`config.mk`:
```
export PLATFORM = sky130hd
export DESIGN_NAME = nor_wp_guard
export DESIGN_NICKNAME = d
export VERILOG_FILES = /design/src/rtl/nor_wp_pkg.sv /design/src/rtl/nor_wp_status.sv /design/src/rtl/nor_wp_window.sv /design/src/rtl/nor_wp_verdict.sv /design/src/rtl/nor_wp_guard.sv
export SDC_FILE = /design/constraint.sdc
export NUM_CORES = 1
export LEC_CHECK = 0
export BUFFER_PORTS_ARGS = -buffer_cell sky130_fd_sc_hd__buf_2
export CAP_MARGIN = 20
export CORE_MARGIN = 8
export CORE_UTILIZATION = 30
export DETAILED_ROUTE_END_ITERATION = 12
export PLACE_DENSITY = 0.54
export SYNTH_ARGS = -nofsm -noshare
export SYNTH_HDL_FRONTEND = slang
export SYNTH_SLANG_ARGS = --single-unit
```
`constraint.sdc`:
```
create_clock -name clk -period 5 [get_ports clk]
set_clock_uncertainty 0.1 [all_clocks]
set_input_delay 0.25 -clock clk [delete_from_list [all_inputs] [get_ports clk]]
set_output_delay 0.25 -clock clk [all_outputs]
set_load 0.05 [all_outputs]
```
`src/rtl/nor_wp_pkg.sv`:
```
// Shared definitions for the flash write-protect guard.
// Holds the status bit positions, which the decoder depends on, and the request kinds.
package nor_wp_pkg;
    localparam int SR_W     = 8;
    localparam int BP_LSB   = 2;
    localparam int BP_W     = 3;
    localparam int TB_BIT   = 5;
    localparam int LOCK_BIT = 7;

    typedef enum logic [1:0] {
        OP_READ  = 2'd0,
        OP_PROG  = 2'd1,
        OP_ERASE = 2'd2,
        OP_CHIP  = 2'd3
    } op_e;

    // Extract the block-protect field from a status value.
    function automatic logic [BP_W-1:0] bp_field(input logic [SR_W-1:0] sr);
        return sr[BP_LSB +: BP_W];
    endfunction
endpackage

```
`src/rtl/nor_wp_status.sv`:
```
// Status register with a lockable write port.
// Assumes: a write is refused while the lock bit is set and the pin is low.
// Reset is synchronous and clears every bit.
module nor_wp_status
    import nor_wp_pkg::*;
(
    input  logic            clk,
    input  logic            rst_n,
    input  logic            wr_en,
    input  logic [SR_W-1:0] wr_data,
    input  logic            wp_n,
    output logic [SR_W-1:0] sr_q
);
    logic locked;

    // Lock condition: write-disable bit set and write-protect pin driven low.
    always_comb locked = sr_q[LOCK_BIT] & ~wp_n;

    // Register update: a whole-byte load when the port is not locked.
    always_ff @(posedge clk) begin
        if (!rst_n)
            sr_q <= '0;
        else if (wr_en && !locked)
            sr_q <= wr_data;
    end
endmodule

```
`src/rtl/nor_wp_window.sv`:
```
// Decodes the status value into a protected window [win_lo, win_hi).
// Assumes ADDR_W >= 7, so that every protected fraction is at least one byte.
// Shifting by the inverted BP value equals shifting by 7 - BP.
module nor_wp_window
    import nor_wp_pkg::*;
#(
    parameter int ADDR_W = 23
) (
    input  logic [SR_W-1:0] sr,
    output logic [ADDR_W:0] win_lo,
    output logic [ADDR_W:0] win_hi,
    output logic            win_any
);
    localparam logic [ADDR_W:0] DEV_BYTES = {1'b1, {ADDR_W{1'b0}}};

    logic [BP_W-1:0] bp;
    logic [ADDR_W:0] plen;

    // Protected length: the device size divided by a power of two picked by BP.
    always_comb begin
        bp      = bp_field(sr);
        win_any = (bp != '0);
        plen    = DEV_BYTES >> (~bp);
    end

    // Placement: at the low end when the top/bottom bit is set, otherwise at the high end.
    always_comb begin
        if (!win_any) begin
            win_lo = '0;
            win_hi = '0;
        end else if (sr[TB_BIT]) begin
            win_lo = '0;
            win_hi = plen;
        end else begin
            win_lo = DEV_BYTES - plen;
            win_hi = DEV_BYTES;
        end
    end
endmodule

```
`src/rtl/nor_wp_verdict.sv`:
```
// Checks one request against the window and registers the accept flag.
// Assumes the window bounds are stable during the strobe cycle.
// Sums are kept two bits wider than the address, so that no in-range value wraps.
module nor_wp_verdict
    import nor_wp_pkg::*;
#(
    parameter int ADDR_W = 23
) (
    input  logic              clk,
    input  logic              rst_n,
    input  logic              req_vld,
    input  logic [1:0]        req_kind,
    input  logic [ADDR_W-1:0] req_addr,
    input  logic [ADDR_W:0]   req_len,
    input  logic [ADDR_W:0]   win_lo,
    input  logic [ADDR_W:0]   win_hi,
    input  logic              win_any,
    output logic              rsp_vld,
    output logic              rsp_ok
);
    localparam int              EXT_W     = ADDR_W + 2;
    localparam logic [EXT_W-1:0] DEV_EXT  = {2'b01, {ADDR_W{1'b0}}};

    logic [EXT_W-1:0] a_ext;
    logic [EXT_W-1:0] e_ext;
    logic             beyond;
    logic             hits;
    logic             ok_c;
    op_e              kind;

    // Request span and its comparison against the device end and the window.
    always_comb begin
        a_ext  = {2'b00, req_addr};
        e_ext  = a_ext + {1'b0, req_len};
        beyond = e_ext > DEV_EXT;
        hits   = win_any && (req_len != '0)
                 && (a_ext < {1'b0, win_hi})
                 && (e_ext > {1'b0, win_lo});
    end

    // Verdict for each request kind.
    always_comb begin
        kind = op_e'(req_kind);
        case (kind)
            OP_READ:  ok_c = 1'b1;
            OP_CHIP:  ok_c = !win_any;
            default:  ok_c = !beyond && !hits;
        endcase
    end

    // Output stage: the verdict appears one clock after the strobe.
    always_ff @(posedge clk) begin
        if (!rst_n) begin
            rsp_vld <= 1'b0;
            rsp_ok  <= 1'b0;
        end else begin
            rsp_vld <= req_vld;
            if (req_vld)
                rsp_ok <= ok_c;
        end
    end
endmodule

```
`src/rtl/nor_wp_guard.sv`:
```
// Top of the flash write-protect guard.
// Assumes the device holds 2**ADDR_W bytes and that ADDR_W >= 7.
// A request is judged against the status value held in its strobe cycle.
module nor_wp_guard
    import nor_wp_pkg::*;
#(
    parameter int ADDR_W = 23
) (
    input  logic              clk,
    input  logic              rst_n,
    input  logic              req_vld,
    input  logic [1:0]        req_kind,
    input  logic [ADDR_W-1:0] req_addr,
    input  logic [ADDR_W:0]   req_len,
    input  logic              sr_wr_en,
    input  logic [7:0]        sr_wr_data,
    input  logic              wp_n,
    output logic              rsp_vld,
    output logic              rsp_ok,
    output logic [7:0]        status
);
    logic [ADDR_W:0] win_lo;
    logic [ADDR_W:0] win_hi;
    logic            win_any;

    nor_wp_status u_status (
        .clk     (clk),
        .rst_n   (rst_n),
        .wr_en   (sr_wr_en),
        .wr_data (sr_wr_data),
        .wp_n    (wp_n),
        .sr_q    (status)
    );

    nor_wp_window #(.ADDR_W(ADDR_W)) u_window (
        .sr      (status),
        .win_lo  (win_lo),
        .win_hi  (win_hi),
        .win_any (win_any)
    );

    nor_wp_verdict #(.ADDR_W(ADDR_W)) u_verdict (
        .clk      (clk),
        .rst_n    (rst_n),
        .req_vld  (req_vld),
        .req_kind (req_kind),
        .req_addr (req_addr),
        .req_len  (req_len),
        .win_lo   (win_lo),
        .win_hi   (win_hi),
        .win_any  (win_any),
        .rsp_vld  (rsp_vld),
        .rsp_ok   (rsp_ok)
    );
endmodule

```
Word level (Yosys, flattened, before mapping)
Index checks and enable logic that the tools add are counted.

word-level totals
  register bits = 10
  input bits = 62
  output and inout bits = 10
  logic and storage cells = 30

cells by class
  $add $sub $neg = 2
  magnitude comparators = 3
  equality and inequality tests = 1
  shifts and indexed selects = 1
  mux-type cells = 5
  bitwise gates (word level) = 3
  reduce and logical (&&, ||, !) cells = 12

operators with widths
  kind                    number
  $mux 24                 4
  $add 23x24->25          1
  $gt 25x24->1            1
  $gt 25x24->1 const B    1
  $lt 23x24->1            1
  $reduce_bool 24->1      1
  $shr 24x3->24 const A   1
  $sub 24x24->24 const A  1
  $logic_and 1x1->1       5
  $logic_not 1->1         4
  $not 3->3               1
  $reduce_bool 3->1       1
  $eq 2x2->1 const B      1
  $logic_not 2->1         1
  $pmux 1 s2              1
  $and 1x1->1             1
  $not 1->1               1

Longest topological paths before layout
Gate-level depths: netlist of the first run.

  depth in word-level cells = 10
  mapped depth = 17

Modules after synthesis
From an unflattened synthesis of the first run, not the netlist that was laid out.

second synthesis, totals
  cells, all modules = 512
  area total of the unflattened synthesis = 3666.0 sq um

modules (own cells, without submodules)
  module          instances  cells each  area an instance (sq um)  sequential area each (sq um)
  nor_wp_verdict  1          401         2840.2                    40.0
  nor_wp_window   1          75          488.0                     0.0
  nor_wp_status   1          36          337.8                     160.2

Worst setup path before layout of the first run
No wires, ideal clock.

  path type = input to register
  from = in req_addr[0]
  to = reg u_verdict.rsp_ok
  library setup time = 0.084 ns
  arrival = 3.437 ns
  path slack = 1.378 ns
  stages = 16
  cells stage by stage = ha_1 -> fa_1 -> a211oi_2 -> o211ai_4 -> a211oi_4 -> o31ai_2 -> a41oi_1 -> nand2_1 -> ha_1 -> a21o_1 -> a2111oi_0 -> o21ai_0 -> o2111ai_1 -> o21ai_0 -> a21boi_0 -> o31ai_2

on the way
  longest elaborated chain between the ends = 6
  elaborated cells on any way between the ends = 10
  those cells by class = 1 x add/sub; 3 x order compare; 1 x mux; 5 x reduce/logical

ends and longest elaborated chain
  element                                                   line                                        text
  start: declaration                                        nor_wp_guard.sv:13                          input logic [ADDR_W-1:0] req_addr,
  $add 23x24->25 / $lt 23x24->1 (equally long branches)     nor_wp_verdict.sv:34, nor_wp_verdict.sv:37
  $gt 25x24->1 / $logic_and 1x1->1 (equally long branches)  nor_wp_verdict.sv:38, nor_wp_verdict.sv:37
  $logic_and 1x1->1                                         nor_wp_verdict.sv:38                        && (e_ext > {1'b0, win_lo});
  $logic_not 1->1                                           nor_wp_verdict.sv:47                        default: ok_c = !beyond && !hits;
  $logic_and 1x1->1 (*)                                     nor_wp_verdict.sv:47
  $pmux 1 s2 (*)                                            nor_wp_verdict.sv:44                        case (kind)
  end signal: assignment                                    nor_wp_verdict.sv:59                        rsp_ok <= ok_c;
  end: declaration                                          nor_wp_verdict.sv:19                        output logic rsp_ok

Mark *: on every way between the ends. The rest lies on a longest branch, timed or not.
A chain may end at the register's enable or synchronous reset.

Worst setup path after layout of the first run
Same ends and word-level chain as after synthesis.

==> metrics.md, run 1 <==
| Metric | Value |
|---|---|
| Outcome | `completed` |
| Final Critical Period | `3.784 ns` |
| ANT cells | `0` |
| Vias | `2,489` |
| Seq cells post-synth | `10` |
| Gr ovfl total | `0` |
| Mapped cell area | `0.002414 mm²` |
| Clk root buf | `clkbuf_8` |
| H-Tree Depth | `1` |
| Skew-Pair Late Insertion Delay | `0.23 ns` |
| DRT Pass-1 Iters | `4` |
| Critical path type | `in2reg` |
| CP max FO | `6` |
| Post-synth EDFFs | `0` |
| Met3 Track Usage GR | `2.923%` |
| MaxCap Viol Count | `0` |
| Vias per inst | `5.196` |
| Leakage | `1.341 nW` |
| Hold_buf cts | `0` |
| Total wire length | `6935 µm` |
| Starting DRT DRC Count | `127` |
| Endpoint class of the critical path | `flop` |
| Clock sinks | `10` |
| Asr flop ratio synth | `0%` |
| Final nets | `482` |
| Final Hold Fails | `0` |
| Ys Warns | `0` |
| RSZ-0062 raised after global routing | `false` |
| DIE AREA | `0.01117 mm²` |
| Prevailing post-synth register cell | `dfxtp_1` |
| Post-route ant nets | `0` |
| Worst IR Drop VDD | `66.53 µV` |
| Average wire per standard cell | `14.48 µm` |
| Vias in the first global route | `2,426` |
| Final worst path period share | `75.68%` |
| Met2 Usage GRT | `19.57%` |
| Share of layout cells above drive strength 1 | `25.20%` |
| Final core occ | `37.37%` |
| Routability cong. | `0.8982` |
| Crit-path cells | `buf_2 > ha_1 > fa_1 > a211oi_2 > o211ai_4 > a211oi_4 > o31ai_2 > a41oi_1 > nand2_1 > ha_1 > a21o_1 > a2111oi_0 > o21ai_0 > o2111ai_1 > o21ai_0 > a21boi_0 > o31ai_2` |
| HP Class | `in2reg` |
| Final cell count without fillers | `479` |
| Fill cell count | `846` |
| Netlist cell types | `66` |
| GRT Overall Usage | `12.34%` |
| Commonest non-fill, non-tap cells in the layout | `71 x buf_2, 41 x ha_1, 26 x nand2_1, 21 x a21oi_1, 17 x nor2_1` |
| Post-cts gate resize count | `0` |
| Standard-cell row count | `32` |
| Commonest non-fill, non-tap cell in the layout | `buf_2` |
| Syn Inst Count | `311` |
| First-pass GRT wire length | `11,810 µm` |
| CTS tree | `built` |
| Crit path DAT | `3.84 ns` |
| DIE HEIGHT | `105.7 µm` |
| TritonCTS Buffers | `3` |
| Worst slew margin | `45.18%` |
| CP Buf/Inv Count | `1` |
| Chip width | `105.7 µm` |
| Pin count of the biggest net entering global routing | `15` |
| Fin Setup TNS | `0 ns` |
| Syn Area/Cell | `7.761 µm²` |
| Core box area | `0.007767 mm²` |
| Fin area | `0.002903 mm²` |
| Placed Cells | `475` |
| DP Area | `0.002848 mm²` |
| Global routing met1 resource utilization | `16.86%` |
| DP HPWL | `6071 µm` |
| Port buffer count | `71` |
| Antenna violations before repair | `0` |
| Syn-to-layout area delta | `20.27%` |
| Pwr/cell area | `185.0 mW/mm²` |
| Largest stage delay, worst path | `0.42 ns` |
| CP max stage cell | `fa_1` |
| # DRC | `0` |
| CTS Buffer Depth | `2` |
| Delay-heaviest family, CP | `compound AO/OA/AOI/OAI gates` |
| Post-CTS Setup Bufs | `0` |
| FMAX | `0.2643 GHz` |
| Slew @ Worst Pin | `0.8169 ns` |
| Starting density of the core | `31.07%` |
| Setup violators final | `0` |
| Most used routing layer | `met2` |
| Worst EP required | `5.05 ns` |
| Seq/Total Area, Yosys | `8.294%` |
| Clock-pin slew on the worst setup and hold paths | `0.05 ns` |
| Setup crit start kind | `primary input` |
| Final max-slew violation count | `0` |
| I/O pin total | `72` |
flip-flops by register name (all words and copies together), names as in the netlist:
signal,cells
u_verdict.rsp_vld,1
u_verdict.rsp_ok,1
u_status.sr_q,8
area by class of cell:
| type | instances | area, µm² | area share, % |
|---|---|---|---|
| multi-input cells | 281 | 2123 | 73.15 |
| clock buffers | 4 | 55.05 | 1.897 |
| inverters | 11 | 41.29 | 1.422 |
| flip-flops and latches | 10 | 200.2 | 6.897 |
| repair buffers | 71 | 355.3 | 12.24 |
| well taps | 102 | 127.6 | 4.397 |
cells by family after synthesis:
| group | count (synthesis) | synth area share, % |
|---|---|---|
| flops | 10 | 8.294 |
| buf+inv | 22 | 4.043 |
| simple gates | 111 | 25.30 |
| compound gates | 98 | 29.71 |
| xor+xnor | 16 | 5.806 |
| mux | 11 | 4.614 |
| other cells | 1 | 0.1554 |
| fa+ha+maj | 42 | 22.08 |
final timing paths:
| path | startpoint | endpoint | slack (ns) | depth (start not counted) |
|---|---|---|---|---|
| max reg2reg | u_status.sr_q[2] | u_verdict.rsp_ok | 1.57 | 13 |
| min | req_vld | u_verdict.rsp_vld | 0.15 | 2 |
| max | req_addr[0] | u_verdict.rsp_ok | 1.22 | 17 |
| min reg2reg | u_status.sr_q[0] | u_status.sr_q[0] | 0.41 | 2 |
stage by stage:
step	hold slack (ns)	total power, W	setup WS (ns)
global placement	0.3839	0.0004378	1.089
CTS	0.1450	0.0005413	1.244
global route	0.1668	0.0005923	0.8267
floorplan	0.2717	0.0003532	1.378
finish	0.1539	0.0005369	1.216
detailed placement	0.3904	0.0004374	1.004
worst register-to-register path: cells and delay by family (launching register included):
kind	cells	cell delay, ns
buffers and inverters	1	0.14
AO/OA/AOI/OAI	8	1.51
flip-flops	1	0.49
adder cells (fa/ha/maj)	2	0.55
AND/OR/NAND/NOR	2	0.58
synthesized netlist by cell type, drive strengths merged, types with 2 or more instances:
| cell type | count | area share, % |
|---|---|---|
| ha | 41 | 21 |
| nand2 | 26 | 4.0 |
| a21oi | 22 | 4.7 |
| o21ai | 19 | 3.9 |
| nor2 | 17 | 2.6 |
| a21o | 15 | 4.7 |
| nor4 | 14 | 4.8 |
| nand3 | 13 | 2.7 |
| inv | 11 | 1.7 |
| dfxtp | 10 | 8.3 |
| mux2i | 10 | 4.1 |
| nor2b | 10 | 2.6 |
| xnor2 | 10 | 3.6 |
| clkbuf | 8 | 1.7 |
| nor3 | 7 | 1.7 |
| o21a | 7 | 2.2 |
| xor2 | 6 | 2.2 |
| nand4 | 5 | 1.3 |
| o211ai | 5 | 2.1 |
| nand2b | 4 | 1.0 |
| a211oi | 3 | 1.7 |
| a31o | 3 | 1.1 |
| a31oi | 3 | 0.78 |
| and2 | 3 | 0.83 |
| and3 | 3 | 0.78 |
| buf | 3 | 0.67 |
| o31ai | 3 | 1.3 |
| a21boi | 2 | 0.62 |
| and4 | 2 | 0.73 |
| nand3b | 2 | 0.62 |
| o2111ai | 2 | 0.73 |
| or3 | 2 | 0.52 |
layer usage:
| metal | wire length, µm | vias up | share of wire, % |
|---|---|---|---|
| li1 | - | 1319 | - |
| met1 | 3460 | 1106 | 50 |
| met2 | 3018 | 57 | 44 |
| met3 | 409 | 7 | 5.9 |
| met4 | 46 | 0 | 0.66 |
| met5 | 0 | - | 0 |
power by group:
group          total (W)  leakage, nW  internal [W]  switching, W
registers      0.0000927       0.0827     0.0000854    0.00000721
clock network  0.0000992       0.0288     0.0000691     0.0000301
logic           0.000345         1.23      0.000146      0.000199
(Power assumes the default switching activity.)
==> run 2: changes to the inputs <==
--- a/config.mk
+++ b/config.mk
@@ -5,12 +5,13 @@
 export SDC_FILE = /design/constraint.sdc
 export NUM_CORES = 1
 export LEC_CHECK = 0
+export ABC_AREA = 1
 export BUFFER_PORTS_ARGS = -buffer_cell sky130_fd_sc_hd__buf_2
 export CAP_MARGIN = 20
 export CORE_MARGIN = 8
 export CORE_UTILIZATION = 30
 export DETAILED_ROUTE_END_ITERATION = 12
-export PLACE_DENSITY = 0.54
+export PLACE_DENSITY = 0.55
 export SYNTH_ARGS = -nofsm -noshare
 export SYNTH_HDL_FRONTEND = slang
 export SYNTH_SLANG_ARGS = --single-unit
==> constraint.sdc (replaced) <==
create_clock -name clk -period 3.1 [get_ports clk]
set_clock_uncertainty 0.1 [all_clocks]
set_input_delay 0.155 -clock clk [delete_from_list [all_inputs] [get_ports clk]]
set_output_delay 0.155 -clock clk [all_outputs]
set_load 0.05 [all_outputs]
==> metrics.md, run 2 <==
| Metric | Value |
|---|---|
| Total wire length | `8076 µm` |
| Final worst path period share | `90.43%` |
| XOR/XNOR share of the synthesized area | `2.570%` |
| First-pass GRT wire length | `13,830 µm` |
| Largest registers | `u_status.sr_q: 8 flops, u_verdict.rsp_ok: 1 flops, u_verdict.rsp_vld: 1 flops` |
| Post-synth EDFFs | `0` |
| Clock sinks | `10` |
| CTS Buffer Depth | `2` |
| Final max-slew violation count | `0` |
| CP max stage cell | `fa_1` |
| Adder-cell share of the synthesized area | `19.91%` |
| Synth Area in Compound Gates | `10.79%` |
| Vias | `3,154` |
| Main combinational cell family by area after synthesis | `simple AND/OR/NAND/NOR gates` |
| Post-synth top area cell | `nand2_1` |
| Vias per inst | `4.659` |
| Hold path startpoint | `req_vld` |
| Final Hold Fails | `0` |
| I/O pin total | `72` |
| Gr ovfl total | `0` |
| Worst IR Drop VDD | `256.7 µV` |
| Final Critical Period | `2.803 ns` |
| Seq/Total Area, Yosys | `7.477%` |
| Routability cong. | `0.8740` |
| Core box area | `0.008678 mm²` |
| Top cell type's share of synthesized area | `22.99%` |
| MaxCap Viol Count | `0` |
| Worst setup path start | `req_addr[0]` |
| HP Class | `in2reg` |
| Fill cell count | `1,027` |
| Syn Area/Cell | `5.498 µm²` |
| Pwr/cell area | `279.2 mW/mm²` |
| GRT Overall Usage | `12.78%` |
| Syn-to-layout area delta | `23.04%` |
| Most numerous cell in the Yosys netlist | `nand2_1` |
| Syn Inst Count | `487` |
| Antenna violations before repair | `0` |
| ANT cells | `0` |
| Endpoint class of the critical path | `flop` |
| DP HPWL | `7315 µm` |
| Setup crit start kind | `primary input` |
| Leakage | `1.932 nW` |
| H-Tree Depth | `1` |
| Asr flop ratio synth | `0%` |
| DRT Pass-1 Iters | `4` |
| Starting DRT DRC Count | `102` |
| Pre-CTS WS | `-0.007844 ns` |
| FMAX | `0.3567 GHz` |
| Most used cell, CP | `nand2_1` |
| Crit path DAT | `2.83 ns` |
| Power Total | `0.0009200 W` |
| Seq cells post-synth | `10` |
| Starting density of the core | `30.85%` |
| Max FFs per register | `8` |
| CP max FO | `3` |
| Most frequent cells after synthesis | `164 x nand2_1, 82 x inv_1, 49 x nor2_1, 41 x ha_1, 29 x nand3_1` |
| Ys Warns | `0` |
| Min Hold Slack | `0.03034 ns` |
| Final core occ | `37.96%` |
| Clock-pin slew on the worst setup and hold paths | `0.05 ns` |
| Post-route ant nets | `0` |
| Commonest non-fill, non-tap cells in the layout | `163 x nand2_1, 82 x inv_1, 71 x buf_2, 49 x nor2_1, 40 x ha_1` |
| Pin count of the biggest net entering global routing | `12` |
| Outcome | `completed` |
| Synth area leaders | `nand2_1 23%, ha_1 19%, inv_1 11%` |
| Worst R2R Start | `u_status.sr_q[4]` |
| DIE HEIGHT | `110.5 µm` |
| Skew-Pair Late Insertion Delay | `0.24 ns` |
| Prevailing post-synth register cell | `dfxtp_1` |
| Standard-cell row count | `34` |
| TritonCTS Buffers | `3` |
| Setup ws final | `0.2966 ns` |
| Worst EP required | `3.12 ns` |
| Fin Setup TNS | `0 ns` |
| Vias in the first global route | `3,072` |
| Average wire per standard cell | `11.93 µm` |
| Share of layout cells above drive strength 1 | `18.98%` |
| Simple-gate share of the synthesized area | `47.06%` |
| Reg2reg setup slack | `0.39 ns` |
| Setup violators final | `0` |
| Mapped cell area | `0.002678 mm²` |
| Critical path type | `in2reg` |
| Netlist cell types | `33` |
| Largest stage delay, worst path | `0.40 ns` |
| Most flops, register | `u_status.sr_q` |
| CTS tree | `built` |
| Clk root buf | `clkbuf_8` |
| Final nets | `674` |
| Commonest non-fill, non-tap cell in the layout | `nand2_1` |
| Post-CTS Setup Bufs | `0` |
| Hold_buf cts | `0` |
| Chip width | `110.5 µm` |
| DIE AREA | `0.01220 mm²` |
| # DRC | `0` |
| Port buffer count | `71` |
| Mux cell area share after synthesis | `0%` |
| RSZ-0062 raised after global routing | `false` |
[run 2: worst paths after layout]
| kind | to | depth (start not counted) |
|---|---|---|
| worst max-delay path | u_verdict.rsp_ok | 25 |
| worst min-delay path | u_verdict.rsp_vld | 3 |
| worst max register to register | u_verdict.rsp_ok | 19 |
| worst min register to register | u_status.sr_q[6] | 2 |
[run 2: kinds of logic after synthesis]
logic type	Yosys count
and+or+nand+nor	290
buffers and inverters	86
AOI/OAI and AO/OA	51
adders and majority gates	42
DFF	10
xor gates and xnor gates	7
other	1
[run 2: layer usage]
| layer | routed length [µm] | GRT usage (%) | up-vias |
|---|---|---|---|
| li1 | - | - | 1720 |
| met1 | 3924 | 16.30 | 1349 |
| met2 | 3661 | 22.10 | 75 |
| met3 | 402 | 2.435 | 10 |
| met4 | 87 | 1.532 | 0 |
| met5 | 0 | 0 | - |
[run 2: worst max-delay path, delay by kind of cell]
family	cells	cell delay (ns)
adder cells (fa/ha/maj)	3	0.89
buffers and inverters	2	0.13
AND/OR/NAND/NOR	17	1.43
AO/OA/AOI/OAI	3	0.24
[run 2: power breakdown]
group,internal (W),switching (W)
registers,0.000139,0.0000103
clock network,0.000112,0.0000540
logic,0.000227,0.000378
[run 2: timing repair]
action	4_1_cts	5_1_grt
hold endpoints to repair	0	0
setup endpoints to repair	0	1
resized for setup	0	4
[run 2: layout make-up]
cell class | count | area [µm²] | area share (%)
clock buffers | 4 | 55.05 | 1.671
inverters | 83 | 311.5 | 9.457
multi-input cells | 393 | 2177 | 66.08
flip-flops and latches | 10 | 200.2 | 6.077
well taps | 108 | 135.1 | 4.102
repair buffers | 79 | 415.4 | 12.61
[run 2: metrics by stage]
stage | cell area (µm²) | std cells
global placement | 3224 | 673
detailed placement | 3224 | 673
finish | 3294 | 677
floorplan | 2685 | 489
global route | 3294 | 677
CTS | 3279 | 677
==> run 3: changes to the inputs <==
--- a/config.mk
+++ b/config.mk
@@ -8,10 +8,12 @@
 export ABC_AREA = 1
 export BUFFER_PORTS_ARGS = -buffer_cell sky130_fd_sc_hd__buf_2
 export CAP_MARGIN = 20
+export CELL_PAD_IN_SITES_DETAIL_PLACEMENT = 1
+export CELL_PAD_IN_SITES_GLOBAL_PLACEMENT = 1
 export CORE_MARGIN = 8
 export CORE_UTILIZATION = 30
 export DETAILED_ROUTE_END_ITERATION = 12
-export PLACE_DENSITY = 0.55
+export PLACE_DENSITY = 0.77
 export SYNTH_ARGS = -nofsm -noshare
 export SYNTH_HDL_FRONTEND = slang
 export SYNTH_SLANG_ARGS = --single-unit
==> metrics.md, run 3 (same netlist as run 2, synthesis figures left out) <==
| Metric | Value |
|---|---|
| Outcome | `completed` |
| Delay-heaviest family, CP | `simple AND/OR/NAND/NOR gates` |
| HP Class | `in2reg` |
| P_int | `0.0004832 W` |
| Vias | `3,329` |
| Post-route ant nets | `0` |
| Clock power share | `17.1%` |
| Switching power | `0.0004713 W` |
| GRT Overall Usage | `15.18%` |
| Pwr/cell area | `287.2 mW/mm²` |
| I/O pin total | `72` |
| Final Hold Fails | `0` |
| Commonest non-fill, non-tap cell in the layout | `nand2_1` |
| First-pass GRT wire length | `16,300 µm` |
| Worst slew margin | `63.93%` |
| TritonCTS Buffers | `3` |
| Switching share of power | `49.37%` |
| H-Tree Depth | `1` |
| Area occupied by registers | `200.2 µm²` |
| Starting DRT DRC Count | `91` |
| Final cell count without fillers | `677` |
| Syn-to-layout area delta | `24.11%` |
| Endpoint class of the critical path | `flop` |
| Fin Setup TNS | `0 ns` |
| Gr ovfl total | `0` |
| Vias in the first global route | `3,569` |
| Pre-CTS WS | `-0.04535 ns` |
| Final nets | `674` |
| CTS tree | `built` |
| Fill cell count | `1,247` |
| Max FFs per register | `8` |
| Setup crit start kind | `primary input` |
| Clock-pin slew on the worst setup and hold paths | `0.05 ns` |
| Combinational share of power | `67.4%` |
| Commonest non-fill, non-tap cells in the layout | `163 x nand2_1, 82 x inv_1, 71 x buf_2, 48 x nor2_1, 40 x ha_1` |
| Pin count of the biggest net entering global routing | `12` |
| Vias per inst | `4.917` |
| Crit path DAT | `2.88 ns` |
| Critical path type | `in2reg` |
| Chip width | `110.5 µm` |
| DP HPWL | `8612 µm` |
| DIE HEIGHT | `110.5 µm` |
| # DRC | `0` |
| Standard-cell row count | `34` |
| Largest registers | `u_status.sr_q: 8 flops, u_verdict.rsp_ok: 1 flops, u_verdict.rsp_vld: 1 flops` |
| Final core occ | `38.29%` |
| Seq pwr share | `15.5%` |
| Power Total | `0.0009545 W` |
| Skew-Pair Late Insertion Delay | `0.23 ns` |
| Multi-input gate area | `0.002206 mm²` |
| Hold path startpoint | `req_vld` |
| CP max stage cell | `ha_1` |
| ANT cells | `0` |
| Total wire length | `9583 µm` |
| Final max-slew violation count | `0` |
| Largest stage delay, worst path | `0.38 ns` |
| CTS Buffer Depth | `2` |
| Post-cts gate resize count | `0` |
| Slew @ Worst Pin | `0.5360 ns` |
| Setup ws final | `0.2390 ns` |
| Setup violators final | `0` |
| Worst IR Drop VDD | `255.7 µV` |
| Placed Cells | `673` |
| Worst setup path start | `req_len[17]` |
| DIE AREA | `0.01220 mm²` |
| RSZ-0062 raised after global routing | `false` |
| DRT Pass-1 Iters | `4` |
| Final Critical Period | `2.861 ns` |
| FMAX | `0.3495 GHz` |
| CP max FO | `4` |
| Worst EP required | `3.12 ns` |
| Starting density of the core | `30.85%` |
| Core box area | `0.008678 mm²` |
| Leakage | `1.934 nW` |
| Port buffer count | `71` |
| CP Buf/Inv Count | `3` |
| MaxCap Viol Count | `0` |
| Crit-path cells | `buf_2 > ha_1 > nand2_1 > nor2_1 > inv_1 > nor2_1 > nand4_1 > nand3_1 > xor2_2 > ha_1 > nand2_2 > nor3_2 > nor2_1 > o21ai_0 > a21oi_1 > nor2_1 > nand3_1 > nand2_1 > inv_1 > nand2_1 > a21oi_2` |
| Average wire per standard cell | `14.16 µm` |
| Antenna violations before repair | `0` |
| Routability cong. | `0.8848` |
| Most used cell, CP | `nor2_1` |
| Clock sinks | `10` |
| Final worst path period share | `92.29%` |
| Most flops, register | `u_status.sr_q` |
| Share of layout cells above drive strength 1 | `20.04%` |
| Post-CTS Setup Bufs | `0` |
| Clk root buf | `clkbuf_8` |
| Hold_buf cts | `0` |
| Worst R2R Start | `u_status.sr_q[4]` |
run 3: cell type report:
type	instances	area share, %
inverter	83	9.375
tap	108	4.066
clock buffer	4	1.657
sequential	10	6.024
multi-input combinational	393	66.38
timing repair buffer	79	12.50
run 3: worst paths after layout:
path	slack, ns	end	cells after the start
worst max-delay path	0.24	u_verdict.rsp_ok	21
worst min-delay path	0.03	u_verdict.rsp_vld	3
worst max register to register	0.32	u_verdict.rsp_ok	18
worst min register to register	0.38	u_status.sr_q[1]	2
run 3: routing by layer:
layer | wire length, µm | track usage (%) | vias up
li1 | - | - | 1717
met1 | 4228 | 17.74 | 1542
met2 | 4918 | 29.21 | 66
met3 | 399 | 2.273 | 4
met4 | 37 | 0.8108 | 0
met5 | 0 | 0 | -
run 3: power groups by stage:
stage          logic [W]  registers [W]  clock network [W]
2_1_floorplan   0.000394       0.000182                  0
3_3_place_gp    0.000597       0.000149                  0
3_5_place_dp    0.000622       0.000150                  0
4_1_cts         0.000627       0.000147           0.000168
5_1_grt         0.000730       0.000149           0.000174
6_report        0.000643       0.000148           0.000164
run 3: metrics by stage:
stage / hold WS, ns / area, µm²
after detailed placement: 0.2760 / 3224
final: 0.03258 / 3323
after CTS: 0.03292 / 3279
after global routing: 0.04393 / 3323
after floorplan: 0.1485 / 2685
after global placement: 0.2657 / 3224
run 3: worst min-delay path, stage by stage:
cell and delay, ns:
buf_2 0.09, nand2_1 0.05, inv_1 0.04
